### src/rtl/bank_trk_pkg.sv
`timescale 1ns/1ps
package bank_trk_pkg;
  localparam int CMD_W = 3;

  typedef enum logic [CMD_W-1:0] {
    CMD_NOP = 3'd0,
    CMD_ACT = 3'd1,
    CMD_RD  = 3'd2,
    CMD_WR  = 3'd3,
    CMD_PRE = 3'd4
  } cmd_e;

  typedef enum logic [1:0] {
    ST_IDLE  = 2'b00,
    ST_OPEN  = 2'b01,
    ST_CLOSE = 2'b10
  } bank_st_e;
endpackage

### src/rtl/bank_trk_decode.sv
`timescale 1ns/1ps
module bank_trk_decode
  import bank_trk_pkg::*;
#(
  parameter int NUM_BANKS = 4,
  parameter int BA_W      = 2
) (
  input  logic                 clk_i,
  input  logic                 rst_ni,
  input  logic [CMD_W-1:0]     cmd_i,
  input  logic [BA_W-1:0]      bank_i,
  input  logic                 a10_i,
  input  logic [NUM_BANKS-1:0] idle_i,
  input  logic [NUM_BANKS-1:0] open_i,
  output logic                 legal_o,
  output logic [NUM_BANKS-1:0] act_sel_o,
  output logic [NUM_BANKS-1:0] pre_sel_o
);
  logic [NUM_BANKS-1:0] tgt;

  always_comb begin
    tgt = '0;
    tgt[bank_i] = 1'b1;
  end

  always_comb begin
    legal_o   = 1'b0;
    act_sel_o = '0;
    pre_sel_o = '0;
    case (cmd_i)
      CMD_NOP: legal_o = 1'b1;
      CMD_ACT: begin
        legal_o   = idle_i[bank_i];
        act_sel_o = legal_o ? tgt : '0;
      end
      CMD_RD, CMD_WR: legal_o = open_i[bank_i];
      CMD_PRE: begin
        legal_o   = 1'b1;
        pre_sel_o = a10_i ? '1 : tgt;
      end
      default: legal_o = 1'b0;
    endcase
  end

  p_pre_all_r2: assert property (@(posedge clk_i) disable iff (!rst_ni)
    (cmd_i == CMD_PRE && a10_i) |-> (&pre_sel_o));
  p_pre_one_r3: assert property (@(posedge clk_i) disable iff (!rst_ni)
    (cmd_i == CMD_PRE && !a10_i) |-> ($countones(pre_sel_o) == 1));
  p_act_one_r5: assert property (@(posedge clk_i) disable iff (!rst_ni)
    $onehot0(act_sel_o));
endmodule

### src/rtl/bank_trk_slot.sv
`timescale 1ns/1ps
module bank_trk_slot
  import bank_trk_pkg::*;
#(
  parameter int TRP_W = 4
) (
  input  logic             clk_i,
  input  logic             rst_ni,
  input  logic             act_i,
  input  logic             pre_i,
  input  logic [TRP_W-1:0] trp_i,
  output bank_st_e         state_o,
  output logic             cnt_zero_o
);
  bank_st_e         state_q;
  logic [TRP_W-1:0] cnt_q;

  always_ff @(posedge clk_i or negedge rst_ni) begin
    if (!rst_ni) begin
      state_q <= ST_IDLE;
      cnt_q   <= '0;
    end else if (pre_i) begin
      cnt_q   <= trp_i;
      state_q <= (trp_i == '0) ? ST_IDLE : ST_CLOSE;
    end else if (act_i) begin
      state_q <= ST_OPEN;
    end else if (state_q == ST_CLOSE) begin
      cnt_q <= cnt_q - 1'b1;
      if (cnt_q == TRP_W'(1)) state_q <= ST_IDLE;
    end
  end

  assign state_o    = state_q;
  assign cnt_zero_o = (cnt_q == '0);

  p_pre_load_r8: assert property (@(posedge clk_i) disable iff (!rst_ni)
    pre_i |=> (cnt_q == $past(trp_i)));
  p_count_down_r4: assert property (@(posedge clk_i) disable iff (!rst_ni)
    (!pre_i && state_q == ST_CLOSE) |=> (cnt_q == $past(cnt_q) - 1'b1));
  p_act_from_idle_r5: assert property (@(posedge clk_i) disable iff (!rst_ni)
    act_i |-> (state_q == ST_IDLE));
  p_open_holds_r7: assert property (@(posedge clk_i) disable iff (!rst_ni)
    (state_q == ST_OPEN && !pre_i) |=> (state_q == ST_OPEN));
  p_idle_cnt_r9: assert property (@(posedge clk_i) disable iff (!rst_ni)
    (state_q == ST_IDLE) |-> (cnt_q == '0));
endmodule

### src/rtl/bank_state_tracker.sv
`timescale 1ns/1ps
module bank_state_tracker
  import bank_trk_pkg::*;
#(
  parameter int NUM_BANKS = 4,
  parameter int TRP_W     = 4,
  localparam int BA_W     = $clog2(NUM_BANKS)
) (
  input  logic                   clk_i,
  input  logic                   rst_ni,
  input  logic [2:0]             cmd_i,
  input  logic [BA_W-1:0]        bank_i,
  input  logic                   a10_i,
  input  logic [TRP_W-1:0]       trp_cycles_i,
  output logic [2*NUM_BANKS-1:0] bank_state_o,
  output logic                   all_idle_o,
  output logic                   cmd_legal_o
);
  logic [NUM_BANKS-1:0] idle_v, open_v, close_v, zero_v, act_sel, pre_sel;

  bank_trk_decode #(.NUM_BANKS(NUM_BANKS), .BA_W(BA_W)) i_decode (
    .clk_i     (clk_i),
    .rst_ni    (rst_ni),
    .cmd_i     (cmd_i),
    .bank_i    (bank_i),
    .a10_i     (a10_i),
    .idle_i    (idle_v),
    .open_i    (open_v),
    .legal_o   (cmd_legal_o),
    .act_sel_o (act_sel),
    .pre_sel_o (pre_sel)
  );

  for (genvar b = 0; b < NUM_BANKS; b++) begin : g_bank
    bank_st_e st;
    bank_trk_slot #(.TRP_W(TRP_W)) i_slot (
      .clk_i      (clk_i),
      .rst_ni     (rst_ni),
      .act_i      (act_sel[b]),
      .pre_i      (pre_sel[b]),
      .trp_i      (trp_cycles_i),
      .state_o    (st),
      .cnt_zero_o (zero_v[b])
    );
    assign idle_v[b]  = (st == ST_IDLE);
    assign open_v[b]  = (st == ST_OPEN);
    assign close_v[b] = (st == ST_CLOSE);
    assign bank_state_o[2*b+1:2*b] = st;
  end

  assign all_idle_o = &(idle_v & zero_v);

  p_all_idle_r9: assert property (@(posedge clk_i) disable iff (!rst_ni)
    all_idle_o |-> ((&zero_v) && (open_v == '0) && (close_v == '0)));
  p_illegal_frozen_r6: assert property (@(posedge clk_i) disable iff (!rst_ni)
    (!cmd_legal_o && close_v == '0) |=> $stable(bank_state_o));
  p_rdwr_frozen_r7: assert property (@(posedge clk_i) disable iff (!rst_ni)
    ((cmd_i == CMD_RD || cmd_i == CMD_WR) && close_v == '0) |=> $stable(bank_state_o));
  p_nop_frozen_r10: assert property (@(posedge clk_i) disable iff (!rst_ni)
    (cmd_i == CMD_NOP && close_v == '0) |=> $stable(bank_state_o));
endmodule

### config.mk
export PLATFORM = sky130hd
export DESIGN_NAME = bank_state_tracker
export DESIGN_NICKNAME = d
export VERILOG_FILES = /design/src/rtl/bank_trk_pkg.sv /design/src/rtl/bank_trk_decode.sv /design/src/rtl/bank_trk_slot.sv /design/src/rtl/bank_state_tracker.sv
export SDC_FILE = /design/constraint.sdc
export NUM_CORES = 1
export LEC_CHECK = 0
export ABC_AREA = 1
export CAP_MARGIN = 20
export CORE_ASPECT_RATIO = 0.8
export CORE_UTILIZATION = 39
export CTS_CLUSTER_DIAMETER = 40
export CTS_CLUSTER_SIZE = 24
export DETAILED_ROUTE_END_ITERATION = 7
export GPL_TIMING_DRIVEN = 0
export PLACE_DENSITY_LB_ADDON = 0.05
export SYNTH_ARGS = -nofsm -noshare
export SYNTH_HDL_FRONTEND = slang
export SYNTH_HIERARCHICAL = 1
export SYNTH_SLANG_ARGS = --single-unit
export TNS_END_PERCENT = 20
### constraint.sdc
create_clock -name clk_i -period 1.7 [get_ports clk_i]
set_clock_uncertainty 0.1 [all_clocks]
set_input_delay 0.425 -clock clk_i [delete_from_list [all_inputs] [get_ports clk_i]]
set_output_delay 0.425 -clock clk_i [all_outputs]
set_load 0.03 [all_outputs]
==> summary.txt, run 1 <==
Count of unresolved DRC violations after routing - 0
Initial core utilization - 0.4144
Standard cell core area - 4707 um2
Area Growth Syn to Fin - 36.63%
Area of the mapped netlist - 1951 um2
Post-Syn Nets - 300
Height of the chip - 65.26 um
Measured slew at the worst slew-check pin - 0.6101 ns
Average via count per standard cell - 4.808
Mean Syn Cell Area - 6.967 um2
Number of routed nets with antenna violations - 0
Global routing usage summed across all routing layers - 0.2082
Worst endpoint data arrival time - 1.49 ns
Number of unique standard cell types used by synthesis - 20
Final max-slew violation count - 0
Violated checks - negative setup slack
Peak Freq - 496.2 MHz
Clock-pin slew reported for the worst setup and hold paths after clock tree synthesis - 0.09 ns
MaxCap Viol Count - 0
Global-route congestion overflow total - 0
Mapped Cells - 280
Wirelength per Cell - 12.97 um
Flop-to-flop setup slack - -0.07 ns
Total clock buffers created by CTS - 3
Count of state elements after synthesis - 24
Maximum fanout along the worst path - 2
Startpoint kind of the worst setup timing path - register
Largest net degree at the start of global routing - 16
Dominant cell by count in the synthesized netlist - nand2_1
Number of inserted diodes - 0
Maximum level of the CTS H-tree - 1
Layout cell share with drive strength beyond 1 - 0.3697
Number of warning messages in the yosys log - 6
Maximum buffer depth of the clock tree - 2
Endpoint kind of the worst setup timing path - primary output
Initial antenna violation count - 0
Area share of the leading cell type in the synthesized netlist - 0.3079
Ys flop type - dfrtp_1
Count of hold-fix buffers inserted at cts - 0
Post-detailed-placement half-perimeter wirelength - 3.491 mm
Post-detailed-placement cell area - 2270 um2
Last weighted congestion value of the routability-driven placer - 0.8263
Reg-to-reg critical path startpoint - g_bank[2].i_slot/state_o[1]
Tightest hold margin - 0.4256 ns
Period Utilization, post-route - 1.186
Number of port buffers - 21
Multi-input gate area in the final layout - 1240 um2
Clk sink count - 24
Global-route wire length before repair - 8.293 mm
Pleak - 1.326 nW
Register Area - 606.8 um2
Final setup violation count - 15
Vias in the first global route - 1791
CTS tree - built
Row count - 22
Result of the run - finished, violations left
Overall power consumption - 4.412 mW
Proportion of synthesized chip area in sequential cells - 0.3079
Number of flops mapped to enable cells by yosys - 0
Critical path start-end classification - reg2out
First-pass iteration count of the detailed router - 4
Worst min path class - in2async
Critical register-to-register path endpoint - g_bank[2].i_slot/cnt_q[0]
Placed cell count - 362
Worst-case headroom to the max-slew limit - 0.5920
Chip width - 81.07 um
Final period demand of the worst path - 2.015 ns
Boundary Pins - 22
Final non-filler cell total - 390
Ys async rst share - 1.000
CTS Root Cell - clkbuf_8
Post-route setup TNS - -1.014 ns
Via count - 1875
Total Wirelength - 5.060 mm
Post-route cell area - 2665 um2
Number of inserted filler cells in the final layout - 443
Final net count - 351
Final critical-path setup slack - -0.3155 ns
Data required time of the critical path - 1.17 ns
Overall die area - 5290 um2
Commonest cells post-synth - 70 x nand2_1, 37 x inv_1, 33 x nor2_1
Hold violation count in the final report - 0
Number of DRC markers after the initial detailed-route iteration - 104
Top area cells in the synthesized netlist - dfrtp_1 31%, nand2_1 13%, nand3_1 7.2%, inv_1 7.1%, nor2_1 6.4%
Post-synth top area cell - dfrtp_1
Setup repair after global routing missed its margin - true
Worst R2R Path Depth - 15
Later-pin clock latency in the skew report - 0.27 ns
Peak supply drop - 0.0009123 V
Pwr Density - 1656 nW/um2
routing by layer:
| layer | GRT usage | part of all wire | wire length, um | vias to the layer above |
|---|---|---|---|---|
| li1 | - | - | - | 971 |
| met1 | 0.2839 | 0.51 | 2577 | 857 |
| met2 | 0.3372 | 0.44 | 2205 | 41 |
| met3 | 0.03889 | 0.042 | 213 | 6 |
| met4 | 0.05134 | 0.013 | 64 | 0 |
| met5 | 0 | 0 | 0 | - |
layout make-up:
cell class	instances	share of cell area
plain buffers	4	0.01690
clock buffers	3	0.01549
clock inverters	1	0.01127
inverters	49	0.07653
multi-input cells	203	0.4653
flip-flops and latches	24	0.2277
well taps	60	0.02817
repair buffers	46	0.1587
sequential cells by signal, summed over array words and instances, names as in the netlist:
name and flops:
g_bank.i_slot/cnt_q 16, g_bank.i_slot/state_o 8
worst max-delay path: stages, from the launching register on:
cell     delay, ns
dfrtp_1       0.41
inv_2         0.09
ha_4          0.13
nand2_2       0.06
nor2_4        0.12
nand4_1       0.13
nor2_2        0.14
buf_6         0.14
logic make-up (layout without fill, tap and decap cells):
logic type      count (synthesis)  count (layout)  share of synthesized area
compound gates                 32              32                    0.08724
xor+xnor                        4               4                    0.01796
fa+ha+maj                       8               8                    0.05132
buf+inv                        53             103                     0.1276
flops                          24              24                     0.3079
simple gates                  159             159                     0.4080
report_power, final:
| group | internal, mW | leakage, nW | switching, mW |
|---|---|---|---|
| clock | 0.315 | 0.0357 | 0.208 |
| combinational | 1.25 | 1.00 | 1.48 |
| sequential | 0.846 | 0.290 | 0.307 |
worst max path at each step:
stage | from | to | slack [ns]
2_1_floorplan | g_bank[3].i_slot/cnt_q[0] | all_idle_o | -0.009
3_3_place_gp | bank_i[0] | cmd_legal_o | -1.02
3_5_place_dp | bank_i[0] | cmd_legal_o | -1.02
4_1_cts | g_bank[3].i_slot/cnt_q[1] | all_idle_o | -0.32
5_1_grt | g_bank[1].i_slot/cnt_q[0] | all_idle_o | -0.39
6_report | g_bank[0].i_slot/cnt_q[0] | all_idle_o | -0.32
through the flow:
stage / util / setup slack, ns
detailed placement: 0.4822 / -1.015
global placement: 0.4763 / -1.021
global route: 0.5662 / -0.3908
floorplan: - / -0.008815
finish: 0.5662 / -0.3155
CTS: 0.5595 / -0.3211
layout by cell type, fill, tap and decap left out, types with 5 or more instances in the layout:
cell / n
nand2_4: 9
inv_2: 22
a21oi_1: 11
o21ai_0: 8
nand3_1: 27
nand2_1: 63
inv_1: 23
nor2_2: 11
nor2_4: 10
buf_4: 23
dlygate4sd2_1: 5
dfrtp_1: 19
nand2_2: 7
nand3_2: 10
dfrtp_2: 5
nor2_1: 21
o21ai_1: 8
buf_6: 6
clkdlybuf4s50_1: 9
timing repair:
action / CTS / global route
buffers inserted: 24 / 0
endpoints found under the setup margin: 34 / 28
pin swaps: 21 / 4
gates resized for setup: 65 / 17
Note: power is estimated with default switching activity, not from simulation.
==> run 2, diff against run 1 <==
--- a/config.mk
+++ b/config.mk
@@ -14,6 +14,7 @@
 export DETAILED_ROUTE_END_ITERATION = 7
 export GPL_TIMING_DRIVEN = 0
 export PLACE_DENSITY_LB_ADDON = 0.05
+export SETUP_SLACK_MARGIN = 0.5
 export SYNTH_ARGS = -nofsm -noshare
 export SYNTH_HDL_FRONTEND = slang
 export SYNTH_HIERARCHICAL = 1
==> constraint.sdc (replaced) <==
create_clock -name clk_i -period 2.4 [get_ports clk_i]
set_clock_uncertainty 0.1 [all_clocks]
set_input_delay 0.24 -clock clk_i [delete_from_list [all_inputs] [get_ports clk_i]]
set_output_delay 0.24 -clock clk_i [all_outputs]
set_load 0.03 [all_outputs]
==> summary.txt, run 2 (synthesized netlist as in run 1, its figures left out) <==
Result of the run - finished, final reports clean
Worst min path class - in2async
Reg-to-reg critical path startpoint - g_bank[0].i_slot/state_o[0]
P_sw - 1.413 mW
Number of port buffers - 21
Final period demand of the worst path - 1.867 ns
Data required time of the critical path - 2.06 ns
Clock network power share - 0.118
Average via count per standard cell - 4.728
Amount of wire on met3 after detailed routing - 241 um
Critical path start-end classification - reg2out
Highest-count cells in the layout ignoring fill and taps - 63 x nand2_1, 28 x nand3_1, 27 x buf_4, 26 x inv_1, 26 x nor2_1
Standard cell core area - 4707 um2
M1 wire length - 2.648 mm
CTS Root Cell - clkbuf_8
Most common cell after layout, fill and taps aside - nand2_1
Total Wirelength - 5.079 mm
Worst-case headroom to the max-slew limit - 0.5312
Peak Freq - 535.5 MHz
Last weighted congestion value of the routability-driven placer - 0.8223
Maximum level of the CTS H-tree - 1
Final max-slew violation count - 0
Measured slew at the worst slew-check pin - 0.7010 ns
Period Utilization, post-route - 0.7780
Peak supply drop - 0.0005915 V
Flop-to-flop setup slack - 0.64 ns
Row count - 22
Final setup violation count - 0
Initial core utilization - 0.4144
Pleak - 1.323 nW
Boundary Pins - 22
Endpoint kind of the worst setup timing path - primary output
Final core occ - 0.5649
Hold violation count in the final report - 0
WL met2 - 2.162 mm
Number of flip-flops in the largest register - 16
Switching part of the total - 0.4452
Setup repair after global routing missed its margin - true
Startpoint kind of the worst setup timing path - register
Uppermost metal layer occupied by signal nets - met4
Post-route setup TNS - 0 ns
Global-route wire length before repair - 7.810 mm
Total clock buffers created by CTS - 3
Post-detailed-placement half-perimeter wirelength - 3.502 mm
Initial antenna violation count - 0
Worst R2R Path Depth - 14
Register with the most flip-flops - g_bank.i_slot/cnt_q
Internal power of the cells - 1.761 mW
Maximum buffer depth of the clock tree - 2
Number of inserted diodes - 0
Worst endpoint data arrival time - 1.53 ns
Height of the chip - 65.26 um
Fraction of power consumed by sequential logic - 0.254
Critical register-to-register path endpoint - g_bank[1].i_slot/cnt_q[0]
Proportion of power drawn by combinational gates - 0.628
Number of DRC markers after the initial detailed-route iteration - 126
Overall die area - 5290 um2
Maximum fanout along the worst path - 5
First-pass iteration count of the detailed router - 4
Chip width - 81.07 um
Clk sink count - 24
Via count - 1858
Final net count - 354
Count of unresolved DRC violations after routing - 0
Later-pin clock latency in the skew report - 0.28 ns
Layout cell share with drive strength beyond 1 - 0.3303
Global routing usage summed across all routing layers - 0.1947
Number of routed nets with antenna violations - 0
Pwr Density - 1194 nW/um2
Vias in the first global route - 1673
Wirelength per Cell - 12.92 um
Clock-pin slew reported for the worst setup and hold paths after clock tree synthesis - 0.10 ns
Global-route congestion overflow total - 0
Area Growth Syn to Fin - 36.31%
MaxCap Viol Count - 0
CTS tree - built
Largest net degree at the start of global routing - 15
[run 2: cell count changes in the layout (fill, tap and decap cells not counted), moves of 2 or more]
cell,delta
buf_4,+4
nor2_4,-2
nor2_2,-3
a21boi_1,+2
nor2_1,+5
clkdlybuf4s15_1,-3
inv_1,+3
dlygate4sd2_1,-4
a21boi_2,-2
clkdlybuf4s50_1,+9
inv_2,-3
[run 2: worst max-delay path, stage by stage (launching register included)]
cell and delay [ns]:
dfrtp_2 0.44, buf_4 0.14, clkdlybuf4s50_1 0.67
[run 2: metrics by stage]
stage	power, mW	hold slack [ns]	std cells	area [um2]	setup WS (ns)
2_1_floorplan	1.875	-0.1556	280	1951	0.6589
3_3_place_gp	2.239	0.4009	361	2236	0.05401
3_5_place_dp	2.254	0.4042	362	2263	0.05642
4_1_cts	2.713	0.3072	370	2375	0.4983
5_1_grt	3.457	0.3257	393	2659	0.4549
6_report	3.173	0.2746	393	2659	0.5327
[run 2: repair_timing]
| action | in CTS | in global routing |
|---|---|---|
| hold endpoints to repair | 0 | 0 |
| buffers inserted | 4 | 23 |
| hold buffers | 0 | 0 |
| cloned | 0 | 0 |
| endpoints found under the setup margin | 4 | 23 |
| gates resized for setup | 24 | 35 |
| pin swaps | 1 | 15 |
[run 2: area by class of cell]
class                           instances  area, um2
Sequential cell                        24      605.6
Fill cell                             448       2048
Tap cell                               60      75.07
Clock buffer                            3      41.29
Inverter                               49      203.9
Multi-Input combinational cell        203       1216
Timing Repair Buffer                   49      441.7
Clock inverter                          1      30.03
Buffer                                  4      45.04
[run 2: worst max path at each step]
| stage | start | endpoint | slack [ns] | cells after the start |
|---|---|---|---|---|
| detailed placement | bank_i[0] | cmd_legal_o | 0.06 | 9 |
| finish | g_bank[2].i_slot/state_o[1] | bank_state_o[5] | 0.53 | 2 |
| global placement | bank_i[0] | cmd_legal_o | 0.05 | 9 |
| floorplan | g_bank[3].i_slot/state_o[1] | g_bank[3].i_slot/cnt_q[0] | 0.66 | 14 |
| CTS | g_bank[3].i_slot/state_o[1] | cmd_legal_o | 0.50 | 10 |
| global route | g_bank[0].i_slot/cnt_q[1] | all_idle_o | 0.45 | 7 |
[run 2: power groups by stage]
stage / clock network [mW] / registers (mW) / logic [mW]
floorplan: 0 / 0.869 / 1.01
global placement: 0 / 0.825 / 1.41
detailed placement: 0 / 0.826 / 1.43
CTS: 0.384 / 0.822 / 1.51
global route: 0.401 / 0.828 / 2.23
finish: 0.375 / 0.807 / 1.99
[run 2: layer usage]
metal  GRT usage  vias up
met4     0.03348        0
li1            -      983
met3     0.03750        2
met1      0.2917      838
met2      0.2889       35
met5           0        -
==> run 3, diff against run 2 <==
==> constraint.sdc (replaced) <==
create_clock -name clk_i -period 1.9 [get_ports clk_i]
set_clock_uncertainty 0.1 [all_clocks]
set_input_delay 0.19 -clock clk_i [delete_from_list [all_inputs] [get_ports clk_i]]
set_output_delay 0.19 -clock clk_i [all_outputs]
set_load 0.03 [all_outputs]
==> summary.txt, run 3 (synthesized netlist as in run 1, its figures left out) <==
Result of the run - finished, final reports clean
Average via count per standard cell - 4.844
Largest net degree at the start of global routing - 15
Layout cell share with drive strength beyond 1 - 0.4046
Internal power of the cells - 2.433 mW
Clk sink count - 24
Total Wirelength - 5.412 mm
Setup repair after global routing missed its margin - true
Peak Freq - 559.5 MHz
P_sw - 1.888 mW
Placed cell count - 362
Number of port buffers - 21
Number of inserted diodes - 0
Count of hold-fix buffers inserted at cts - 0
Standard cell core area - 4707 um2
Final max-slew violation count - 0
Initial antenna violation count - 0
Maximum buffer depth of the clock tree - 2
MaxCap Viol Count - 0
Critical path start-end classification - reg2out
Chip width - 81.07 um
Worst R2R Path Depth - 14
Boundary Pins - 22
Later-pin clock latency in the skew report - 0.28 ns
Measured slew at the worst slew-check pin - 0.6677 ns
Via count - 1991
Hold violation count in the final report - 0
Total clock buffers created by CTS - 3
Clock network power share - 0.112
Pleak - 1.391 nW
Maximum fanout along the worst path - 5
Proportion of power drawn by combinational gates - 0.661
Count of unresolved DRC violations after routing - 0
Overall die area - 5290 um2
Post-route setup TNS - 0 ns
Tightest hold margin - 0.2013 ns
Initial core utilization - 0.4144
Highest-count cells in the layout ignoring fill and taps - 61 x nand2_1, 44 x buf_4, 27 x nand3_1, 24 x nor2_1, 23 x inv_2
Data required time of the critical path - 1.61 ns
Startpoint kind of the worst setup timing path - register
CTS tree - built
Worst-case headroom to the max-slew limit - 0.5534
Fraction of power consumed by sequential logic - 0.227
Global-route wire length before repair - 8.597 mm
Post-detailed-placement half-perimeter wirelength - 3.458 mm
Height of the chip - 65.26 um
Critical register-to-register path endpoint - g_bank[1].i_slot/cnt_q[0]
Switching part of the total - 0.4370
CTS Root Cell - clkbuf_8
Final setup violation count - 0
Row count - 22
Wirelength per Cell - 13.17 um
Worst endpoint data arrival time - 1.50 ns
Number of DRC markers after the initial detailed-route iteration - 103
Vias in the first global route - 1926
First-pass iteration count of the detailed router - 4
Maximum level of the CTS H-tree - 1
Global routing usage summed across all routing layers - 0.2136
Global-route congestion overflow total - 0
Number of routed nets with antenna violations - 0
Pwr Density - 1527 nW/um2
Final period demand of the worst path - 1.787 ns
Clock-pin slew reported for the worst setup and hold paths after clock tree synthesis - 0.10 ns
Post-detailed-placement cell area - 2298 um2
Worst min path class - in2async
Area Growth Syn to Fin - 45.09%
Post-route cell area - 2830 um2
Period Utilization, post-route - 0.9406
Reg-to-reg critical path startpoint - g_bank[3].i_slot/state_o[1]
Last weighted congestion value of the routability-driven placer - 0.8930
Final net count - 372
Number of flip-flops in the largest register - 16
Peak supply drop - 0.0007890 V
Most common cell after layout, fill and taps aside - nand2_1
Overall power consumption - 4.321 mW
Final non-filler cell total - 411
Endpoint kind of the worst setup timing path - primary output
Flop-to-flop setup slack - 0.17 ns
Register with the most flip-flops - g_bank.i_slot/cnt_q
[run 3: layout make-up]
class / count / area [um2]
fill: 433 / 1877
multi-input combinational: 203 / 1257
sequential: 24 / 610.6
timing repair buffer: 67 / 566.8
inverter: 49 / 203.9
tap: 60 / 75.07
buffer: 4 / 45.04
clock buffer: 3 / 41.29
clock inverter: 1 / 30.03
[run 3: power by group through the flow]
stage	Clock, mW	Combinational (mW)	Sequential [mW]
finish	0.482	2.86	0.980
global route	0.517	3.16	1.01
CTS	0.491	2.57	0.964
detailed placement	0	1.82	1.05
global placement	0	1.80	1.05
floorplan	0	1.28	1.11
[run 3: worst max-delay path by stage]
stage	startpoint	to	slack, ns
2_1_floorplan	g_bank[2].i_slot/state_o[1]	g_bank[1].i_slot/cnt_q[0]	0.25
6_report	g_bank[3].i_slot/state_o[1]	cmd_legal_o	0.11
5_1_grt	g_bank[1].i_slot/state_o[0]	g_bank[0].i_slot/cnt_q[0]	0.02
3_3_place_gp	bank_i[0]	cmd_legal_o	-0.42
4_1_cts	g_bank[2].i_slot/cnt_q[1]	all_idle_o	0.13
3_5_place_dp	bank_i[0]	cmd_legal_o	-0.41
[run 3: worst max-delay path, cell delays in order, from the launching register on]
cell and delay [ns]:
dfrtp_2 0.43, inv_2 0.05, nand2_2 0.05, inv_1 0.05
nand2_1 0.05, nand2_1 0.06, nand2_1 0.08, nand2_2 0.14
nand2_8 0.10, nand3_2 0.09, buf_6 0.12
[run 3: through the flow]
| stage | worst slack (ns) | utilization |
|---|---|---|
| floorplan | 0.2522 | - |
| global placement | -0.4233 | 0.4851 |
| detailed placement | -0.4107 | 0.4883 |
| CTS | 0.1346 | 0.5763 |
| global route | 0.02370 | 0.6013 |
| finish | 0.1128 | 0.6013 |
[run 3: what timing repair did]
action,in CTS,in global routing
setup buffers,37,8
resized for setup,40,15
pin swaps,15,18
setup endpoints to repair,34,34
[run 3: routing by layer]
layer | wire, um | global-route usage
met5 | 0 | 0
met4 | 47 | 0.04464
met3 | 324 | 0.04167
met2 | 2497 | 0.3519
met1 | 2543 | 0.2882
